$ cat src/rtl/gpio_port_pkg.sv
package gpio_port_pkg;

  localparam int ADDR_W = 5;
  localparam int MODE_W = 3;

  // register addresses
  localparam logic [ADDR_W-1:0] ADDR_OUT    = 5'h00;
  localparam logic [ADDR_W-1:0] ADDR_PIN    = 5'h01;
  localparam logic [ADDR_W-1:0] ADDR_RISE   = 5'h02;
  localparam logic [ADDR_W-1:0] ADDR_FALL   = 5'h03;
  localparam logic [ADDR_W-1:0] ADDR_STAT   = 5'h04;
  localparam logic [ADDR_W-1:0] ADDR_MODE0  = 5'h05;
  localparam logic [ADDR_W-1:0] ADDR_MODE1  = 5'h06;
  localparam logic [ADDR_W-1:0] ADDR_MODE2  = 5'h07;

  typedef enum logic [MODE_W-1:0] {
    DM_HIZ_ANALOG  = 3'd0,
    DM_HIZ_DIGITAL = 3'd1,
    DM_PULL_UP     = 3'd2,
    DM_PULL_DOWN   = 3'd3,
    DM_SINK_ONLY   = 3'd4,
    DM_SOURCE_ONLY = 3'd5,
    DM_STRONG      = 3'd6,
    DM_STRONG_PULL = 3'd7
  } drive_mode_e;

  function automatic logic mode_drives(input drive_mode_e m, input logic d);
    case (m)
      DM_HIZ_ANALOG, DM_HIZ_DIGITAL: mode_drives = 1'b0;
      DM_PULL_UP, DM_SINK_ONLY:      mode_drives = ~d;
      DM_PULL_DOWN, DM_SOURCE_ONLY:  mode_drives = d;
      default:                       mode_drives = 1'b1;
    endcase
  endfunction

endpackage

$ cat src/rtl/gpio_in_sync.sv
module gpio_in_sync #(
  parameter int N_PINS = 8
) (
  input  logic              clk,
  input  logic              rst,
  input  logic [N_PINS-1:0] pin_in,
  output logic [N_PINS-1:0] pin_now,
  output logic [N_PINS-1:0] rise,
  output logic [N_PINS-1:0] fall
);
  logic [N_PINS-1:0] meta_q, sync_q, prev_q;

  always_ff @(posedge clk) begin
    if (rst) begin
      meta_q <= '0;
      sync_q <= '0;
      prev_q <= '0;
    end else begin
      meta_q <= pin_in;
      sync_q <= meta_q;
      prev_q <= sync_q;
    end
  end

  assign pin_now = sync_q;
  assign rise    = sync_q & ~prev_q;
  assign fall    = ~sync_q & prev_q;

endmodule

$ cat src/rtl/gpio_drive.sv
module gpio_drive
  import gpio_port_pkg::*;
#(
  parameter int N_PINS = 8
) (
  input  logic                          clk,
  input  logic                          rst,
  input  logic [N_PINS-1:0][MODE_W-1:0] mode,
  input  logic [N_PINS-1:0]             out_data,
  output logic [N_PINS-1:0]             pin_out,
  output logic [N_PINS-1:0]             pin_oe
);
  assign pin_out = out_data;

  for (genvar i = 0; i < N_PINS; i++) begin : g_pin
    assign pin_oe[i] = mode_drives(drive_mode_e'(mode[i]), out_data[i]);

    // high-impedance codes never enable the driver
    assert_hiz_oe_R4: assert property (@(posedge clk) disable iff (rst)
      (mode[i] == DM_HIZ_ANALOG || mode[i] == DM_HIZ_DIGITAL) |-> !pin_oe[i]);
    // strong codes always enable the driver
    assert_strong_oe_R4: assert property (@(posedge clk) disable iff (rst)
      (mode[i] == DM_STRONG || mode[i] == DM_STRONG_PULL) |-> pin_oe[i]);
  end

endmodule

$ cat src/rtl/gpio_irq.sv
module gpio_irq #(
  parameter int N_PINS = 8
) (
  input  logic              clk,
  input  logic              rst,
  input  logic [N_PINS-1:0] rise,
  input  logic [N_PINS-1:0] fall,
  input  logic [N_PINS-1:0] rise_en,
  input  logic [N_PINS-1:0] fall_en,
  input  logic              stat_clr,
  output logic [N_PINS-1:0] status,
  output logic              irq
);
  logic [N_PINS-1:0] hit;
  logic [N_PINS-1:0] status_q;

  assign hit = (rise & rise_en) | (fall & fall_en);

  always_ff @(posedge clk) begin
    if (rst) status_q <= '0;
    else     status_q <= (status_q & ~{N_PINS{stat_clr}}) | hit;
  end

  assign status = status_q;
  assign irq    = |status_q;

  for (genvar i = 0; i < N_PINS; i++) begin : g_chk
    // a status bit only comes up after a qualifying edge
    assert_set_by_edge_R6: assert property (@(posedge clk) disable iff (rst)
      (!$past(status_q[i]) && status_q[i]) |-> $past(hit[i]));
    // a clearing read without a same-cycle edge leaves the bit low
    assert_clear_on_read_R7: assert property (@(posedge clk) disable iff (rst)
      ($past(stat_clr) && !$past(hit[i])) |-> !status_q[i]);
    // an edge that meets the clearing read wins
    assert_edge_beats_clear_R7: assert property (@(posedge clk) disable iff (rst)
      $past(hit[i]) |-> status_q[i]);
  end

  // the port line rises only after some pin saw an edge
  assert_irq_needs_edge_R6: assert property (@(posedge clk) disable iff (rst)
    $rose(irq) |-> $past(|hit));

endmodule

$ cat src/rtl/gpio_regs.sv
module gpio_regs
  import gpio_port_pkg::*;
#(
  parameter int                     N_PINS   = 8,
  parameter logic [N_PINS-1:0]      OUT_RST  = '0,
  parameter logic [3*N_PINS-1:0]    MODE_RST = {N_PINS{3'd1}},
  localparam int                    DW       = (N_PINS > 8) ? N_PINS : 8,
  localparam int                    IW       = (N_PINS > 1) ? $clog2(N_PINS) : 1
) (
  input  logic                          clk,
  input  logic                          rst,
  input  logic                          bus_valid,
  input  logic                          bus_write,
  input  logic [ADDR_W-1:0]             bus_addr,
  input  logic [DW-1:0]                 bus_wdata,
  output logic [DW-1:0]                 bus_rdata,
  output logic                          bus_rvalid,
  input  logic [N_PINS-1:0]             pin_now,
  input  logic [N_PINS-1:0]             status,
  output logic [N_PINS-1:0]             out_q,
  output logic [N_PINS-1:0][MODE_W-1:0] mode_q,
  output logic [N_PINS-1:0]             rise_en,
  output logic [N_PINS-1:0]             fall_en,
  output logic                          stat_clr
);
  logic          is_pin;
  logic [IW-1:0] idx;
  logic [1:0]    plane;
  logic          do_wr, do_rd;
  logic [DW-1:0] rd_next;
  logic          unused_wdata;

  assign unused_wdata = ^bus_wdata;
  assign is_pin  = bus_addr[4] && ({28'd0, bus_addr[3:0]} < 32'(N_PINS));
  assign idx     = bus_addr[IW-1:0];
  assign plane   = 2'(bus_addr - ADDR_MODE0);
  assign do_wr   = bus_valid && bus_write;
  assign do_rd   = bus_valid && !bus_write;
  assign stat_clr = do_rd && (bus_addr == ADDR_STAT);

  always_ff @(posedge clk) begin
    if (rst) begin
      out_q   <= OUT_RST;
      mode_q  <= MODE_RST;
      rise_en <= '0;
      fall_en <= '0;
    end else if (do_wr) begin
      if (is_pin) begin
        out_q[idx]   <= bus_wdata[0];
        mode_q[idx]  <= bus_wdata[3:1];
        rise_en[idx] <= bus_wdata[4];
        fall_en[idx] <= bus_wdata[5];
      end else begin
        case (bus_addr)
          ADDR_OUT:  out_q   <= bus_wdata[N_PINS-1:0];
          ADDR_RISE: rise_en <= bus_wdata[N_PINS-1:0];
          ADDR_FALL: fall_en <= bus_wdata[N_PINS-1:0];
          ADDR_MODE0, ADDR_MODE1, ADDR_MODE2: begin
            for (int i = 0; i < N_PINS; i++) mode_q[i][plane] <= bus_wdata[i];
          end
          default: ;
        endcase
      end
    end
  end

  always_comb begin
    rd_next = '0;
    if (is_pin) begin
      rd_next[0]   = out_q[idx];
      rd_next[3:1] = mode_q[idx];
      rd_next[4]   = rise_en[idx];
      rd_next[5]   = fall_en[idx];
      rd_next[6]   = pin_now[idx];
      rd_next[7]   = status[idx];
    end else begin
      case (bus_addr)
        ADDR_OUT:  rd_next[N_PINS-1:0] = out_q;
        ADDR_PIN:  rd_next[N_PINS-1:0] = pin_now;
        ADDR_RISE: rd_next[N_PINS-1:0] = rise_en;
        ADDR_FALL: rd_next[N_PINS-1:0] = fall_en;
        ADDR_STAT: rd_next[N_PINS-1:0] = status;
        ADDR_MODE0, ADDR_MODE1, ADDR_MODE2: begin
          for (int i = 0; i < N_PINS; i++) rd_next[i] = mode_q[i][plane];
        end
        default: ;
      endcase
    end
  end

  always_ff @(posedge clk) begin
    if (rst) begin
      bus_rdata  <= '0;
      bus_rvalid <= 1'b0;
    end else begin
      bus_rvalid <= do_rd;
      if (do_rd) bus_rdata <= rd_next;
    end
  end

  // read data is flagged exactly one cycle after the request
  assert_rvalid_timing_R10: assert property (@(posedge clk) disable iff (rst)
    bus_rvalid == $past(do_rd));
  // a port-wide data write lands in the data register
  assert_out_write_R2: assert property (@(posedge clk) disable iff (rst)
    $past(do_wr && bus_addr == ADDR_OUT) |-> out_q == $past(bus_wdata[N_PINS-1:0]));
  // a write to the pin-state address leaves the data register alone
  assert_pin_write_ignored_R3: assert property (@(posedge clk) disable iff (rst)
    $past(do_wr && bus_addr == ADDR_PIN) |-> $stable(out_q));

endmodule

$ cat src/rtl/gpio_port.sv
module gpio_port
  import gpio_port_pkg::*;
#(
  parameter int                  N_PINS   = 8,
  parameter logic [N_PINS-1:0]   OUT_RST  = '0,
  parameter logic [3*N_PINS-1:0] MODE_RST = {N_PINS{3'd1}},
  localparam int                 DW       = (N_PINS > 8) ? N_PINS : 8
) (
  input  logic              clk,
  input  logic              rst,
  input  logic              bus_valid,
  input  logic              bus_write,
  input  logic [4:0]        bus_addr,
  input  logic [DW-1:0]     bus_wdata,
  output logic [DW-1:0]     bus_rdata,
  output logic              bus_rvalid,
  input  logic [N_PINS-1:0] pin_in,
  output logic [N_PINS-1:0] pin_out,
  output logic [N_PINS-1:0] pin_oe,
  output logic              irq
);
  logic [N_PINS-1:0]             pin_now, rise, fall;
  logic [N_PINS-1:0]             status, out_q, rise_en, fall_en;
  logic [N_PINS-1:0][MODE_W-1:0] mode_q;
  logic                          stat_clr;

  gpio_in_sync #(.N_PINS(N_PINS)) u_sync (
    .clk(clk), .rst(rst), .pin_in(pin_in),
    .pin_now(pin_now), .rise(rise), .fall(fall)
  );

  gpio_regs #(.N_PINS(N_PINS), .OUT_RST(OUT_RST), .MODE_RST(MODE_RST)) u_regs (
    .clk(clk), .rst(rst),
    .bus_valid(bus_valid), .bus_write(bus_write), .bus_addr(bus_addr),
    .bus_wdata(bus_wdata), .bus_rdata(bus_rdata), .bus_rvalid(bus_rvalid),
    .pin_now(pin_now), .status(status),
    .out_q(out_q), .mode_q(mode_q), .rise_en(rise_en), .fall_en(fall_en),
    .stat_clr(stat_clr)
  );

  gpio_irq #(.N_PINS(N_PINS)) u_irq (
    .clk(clk), .rst(rst), .rise(rise), .fall(fall),
    .rise_en(rise_en), .fall_en(fall_en), .stat_clr(stat_clr),
    .status(status), .irq(irq)
  );

  gpio_drive #(.N_PINS(N_PINS)) u_drive (
    .clk(clk), .rst(rst), .mode(mode_q), .out_data(out_q),
    .pin_out(pin_out), .pin_oe(pin_oe)
  );

  // the port is quiet in the first cycle out of reset
  assert_reset_quiet_R1: assert property (@(posedge clk)
    $past(rst) |-> (!irq && status == '0));

endmodule

$ cat config.mk
export PLATFORM = sky130hd
export DESIGN_NAME = gpio_port
export DESIGN_NICKNAME = d
export VERILOG_FILES = /design/src/rtl/gpio_port_pkg.sv /design/src/rtl/gpio_in_sync.sv /design/src/rtl/gpio_drive.sv /design/src/rtl/gpio_irq.sv /design/src/rtl/gpio_regs.sv /design/src/rtl/gpio_port.sv
export SDC_FILE = /design/constraint.sdc
export NUM_CORES = 1
export LEC_CHECK = 0
export CORE_MARGIN = 5
export CORE_UTILIZATION = 35
export DETAILED_ROUTE_END_ITERATION = 12
export PLACE_DENSITY_LB_ADDON = 0.2
export SETUP_SLACK_MARGIN = 0.05
export SYNTH_ARGS = -nofsm -noshare
export SYNTH_HDL_FRONTEND = slang
export SYNTH_SLANG_ARGS = --single-unit
$ cat constraint.sdc
create_clock -name clk -period 2.5 [get_ports clk]
set_input_delay 0.5 -clock clk [delete_from_list [all_inputs] [get_ports clk]]
set_output_delay 0.5 -clock clk [all_outputs]
set_load 0.01 [all_outputs]
==> flow_summary_export.csv <==
group,metric,value,unit
yosys,postSynthAreaPerCell,8.15,um^2
yosys,synth_nets,677,
timing,rsz0062_at_grt,"no",
critical_path,reg2reg_setup_slack,0.90,ns
timing,slew_headroom,64.4,%
route,routed_wl,20.3,mm
critical_path,start_kind,"input pin",
place,pre_cts_slack,-0.321,ns
power_and_ir_drop,p_sw_share,28.6,%
cells_and_area,n_antenna_cell,0,
clocking,cts_made_buffers,9,
hold_path,min_path_cells,1,
hold_path,hold_end,"u_sync.pin_now[1]",
yosys,ys_types,64,
route,drc_errors,0,
clocking,path_clk_slew,0.07,ns
yosys,synth_top_cells_by_count,"dfxtp_1 (89), nor2_1 (88), a21oi_1 (64)",
place,hpwl,15.2,mm
power_and_ir_drop,comb_power_share,17.4,%
critical_path,path_max_fanout,33,
clocking,cts_setup_buffers,0,
critical_path,timing.rr.end,"u_regs.bus_rdata[2]",
yosys,synth_seq_cells,89,
timing,fin_crit_sh,95.5,%
yosys,async_flop_share,0,%
critical_path,arrival,2.61,ns
power_and_ir_drop,ir_drop,0.000320,V
global_routing,grt_pass1_wl,31.3,mm
critical_path,rr_worst_depth,6,
global_routing,antenna_found_initial,0,
power_and_ir_drop,p_clk_share,39.6,%
yosys,synthFlopType,"dfxtp_1",
clocking,htree_levels,3,
cells_and_area,fin_nets,773,
critical_path,cp-end-kind,"flip-flop",
route,drtAntennaViolNets,0,
yosys,ys_warn_count,0,
power_and_ir_drop,power_density,521,nW/um^2
hold_path,min_from,"u_sync.meta_q[1]",
route,num_vias,5497,
clocking,clk_latency,0.35,ns
power_and_ir_drop,power.switching,1.01,mW
yosys,synth.most_common_cell,"dfxtp_1",
run,maxCapViolations,0,
die,initial_utilization,36.0,%
power_and_ir_drop,power_frac_seq,43.0,%
critical_path,r2r-start,"u_regs.out_q[2]",
yosys,synth_seq_area_share,33.8,%
cells_and_area,drive_gt1_share,18.7,%
timing,fin_ws,0.112,ns
die,rows,44,
yosys,synth.cell_area,5270,um^2
timing,finalCriticalPeriod,2.39,ns
clocking,root_buffer,"clkbuf_16",
yosys,synthTopCellsByArea,"dfxtp_1 (34%), nor2_1 (6.3%), a21oi_1 (6.1%), mux2_2 (4.9%), nor2b_1 (3.8%)",
route,wl_per_cell,21.8,um
place,port_buffers,50,
timing,worstMarginPinSlew,0.535,ns
yosys,synth_area_leader_cell,"dfxtp_1",
yosys,synth_top_area_share,33.8,%
critical_path,required,2.72,ns
clocking,cts_tree,"done",
die,die-height,133,um
timing,setup-violations-final,0,
die,die_w,133,um
place,place_congestion,0.945,
cells_and_area,area_growth,28.7,%
timing,clock.fmax,419,MHz
timing,timing.final.hold_violations,0,
route,drtIter0Drc,779,
yosys,syn_inst,647,
global_routing,grt_usage,22.8,%
hold_path,hold_class,"flip-flop to flip-flop",
die,dieArea,17600,um^2
route,dr.pass1.iters,5,
power_and_ir_drop,leakagePower,2.46,nW
critical_path,path_class,"input pin to flip-flop",
power_and_ir_drop,internal_power,2.53,mW
timing,fin_skew,0.00578,ns
cells_and_area,utilization,46.3,%
clocking,cts_buffer_depth,2,
status,status,"finished, final reports clean",
global_routing,grt_max_degree,90,
yosys,synth_edf_count,0,
timing,drv_slew,0,
clocking,clock-sinks,89,
die,coreArea,14600,um^2
die,ios,51,
global_routing,grt_remaining_overflow,0,
global_routing,grt_pass1_vias,5057,
route,viasPerCell,5.90,
power by group through the flow:
stage / Sequential [mW] / Clock [mW] / Combinational, mW
after global routing: 1.52 / 1.48 / 0.660
after global placement: 1.55 / 0 / 0.598
after detailed placement: 1.55 / 0 / 0.600
after CTS: 1.52 / 1.44 / 0.603
after floorplan: 1.53 / 0 / 0.337
final: 1.52 / 1.40 / 0.617
state kept, by name, indices dropped and copies added, names as in the netlist:
name	flops
u_irq.status	8
u_regs.bus_rdata	8
u_regs.bus_rvalid	1
u_regs.fall_en	8
u_regs.mode_q	24
u_regs.out_q	8
u_regs.rise_en	8
u_sync.meta_q	8
u_sync.pin_now	8
u_sync.prev_q	8
cell families after synthesis:
kind of cell | count (synthesis) | synth area share (%)
and+or+nand+nor | 248 | 23.3
AOI/OAI and AO/OA | 196 | 24.7
DFF | 89 | 33.8
buffers and inverters | 55 | 5.22
muxes | 38 | 8.95
adders and majority gates | 13 | 2.71
xor gates and xnor gates | 8 | 1.33
metrics by stage:
step                setup TNS, ns  power (mW)  cell area, um^2  cells  hold slack, ns
finish                          0        3.54             6790    932           0.437
global route                    0        3.67             6790    932           0.458
CTS                             0        3.56             6760    932           0.439
detailed placement          -3.42        2.15             6460    916           0.423
global placement            -3.84        2.15             6460    916           0.418
floorplan                       0        1.87             5270    647           0.414
layer usage:
layer / vias to the layer above / wire, um / share of wire (%) / global-route usage, %
li1: 2570 / - / - / -
met4: 0 / 1010 / 5.0 / 11.1
met5: - / 0 / 0 / 0
met1: 2581 / 9050 / 45 / 32.0
met2: 290 / 8780 / 43 / 33.3
met3: 56 / 1490 / 7.3 / 4.59
worst max-delay path by stage:
stage	depth (start not counted)	startpoint	to	slack, ns
6_report	7	bus_addr[1]	u_regs.bus_rdata[4]	0.11
2_1_floorplan	10	bus_addr[1]	u_regs.bus_rdata[7]	0.06
5_1_grt	7	bus_addr[1]	u_regs.bus_rdata[4]	0.06
3_3_place_gp	7	bus_addr[1]	u_regs.bus_rdata[4]	-0.26
4_1_cts	8	bus_addr[1]	u_regs.bus_rdata[2]	0.13
3_5_place_dp	9	bus_addr[1]	u_regs.bus_rdata[4]	-0.32
placed cells by master (no fill, tap or decap), drive strengths merged, types with 4 or more instances in the layout:
master         netlist  final
dfxtp               89     89
nor2                89     89
buf                 27     84
a21oi               64     64
nand2               48     48
clkdlybuf4s50        0     47
nor2b               32     32
o21ai               31     31
nand3               23     23
mux2                23     23
a31oi               19     19
nor3                18     18
a211oi              16     16
a22oi               14     14
inv                  9     11
mux2i               10     10
nand3b              10     10
clkbuf              19      9
xnor2                8      8
maj3                 8      8
a311o                7      7
a21boi               7      7
a221oi               5      5
mux4                 5      5
ha                   5      5
nor3b                5      5
o21a                 4      4
a2111oi              4      4
worst max-delay path: stages:
cell             delay [ns]
clkdlybuf4s50_1        0.51
buf_4                  0.37
and2b_1                0.35
a22o_1                 0.29
a211oi_1               0.33
buf_4                  0.19
a2111oi_2              0.06
what timing repair did:
item / CTS / global route
hold buffers: 0 / 0
gates resized for setup: 1 / 4
endpoints found under the setup margin: 1 / 4
pin swaps: 0 / 0
final cells by class:
cell class	instances	area, um^2
fillers	1419	7860
repair buffers	131	1190
multi-input cells	503	3240
flip-flops and latches	89	1780
well taps	184	230
clock buffers	9	225
inverters	9	33.8
clock inverters	7	77.6
(Power assumes the default switching activity.)
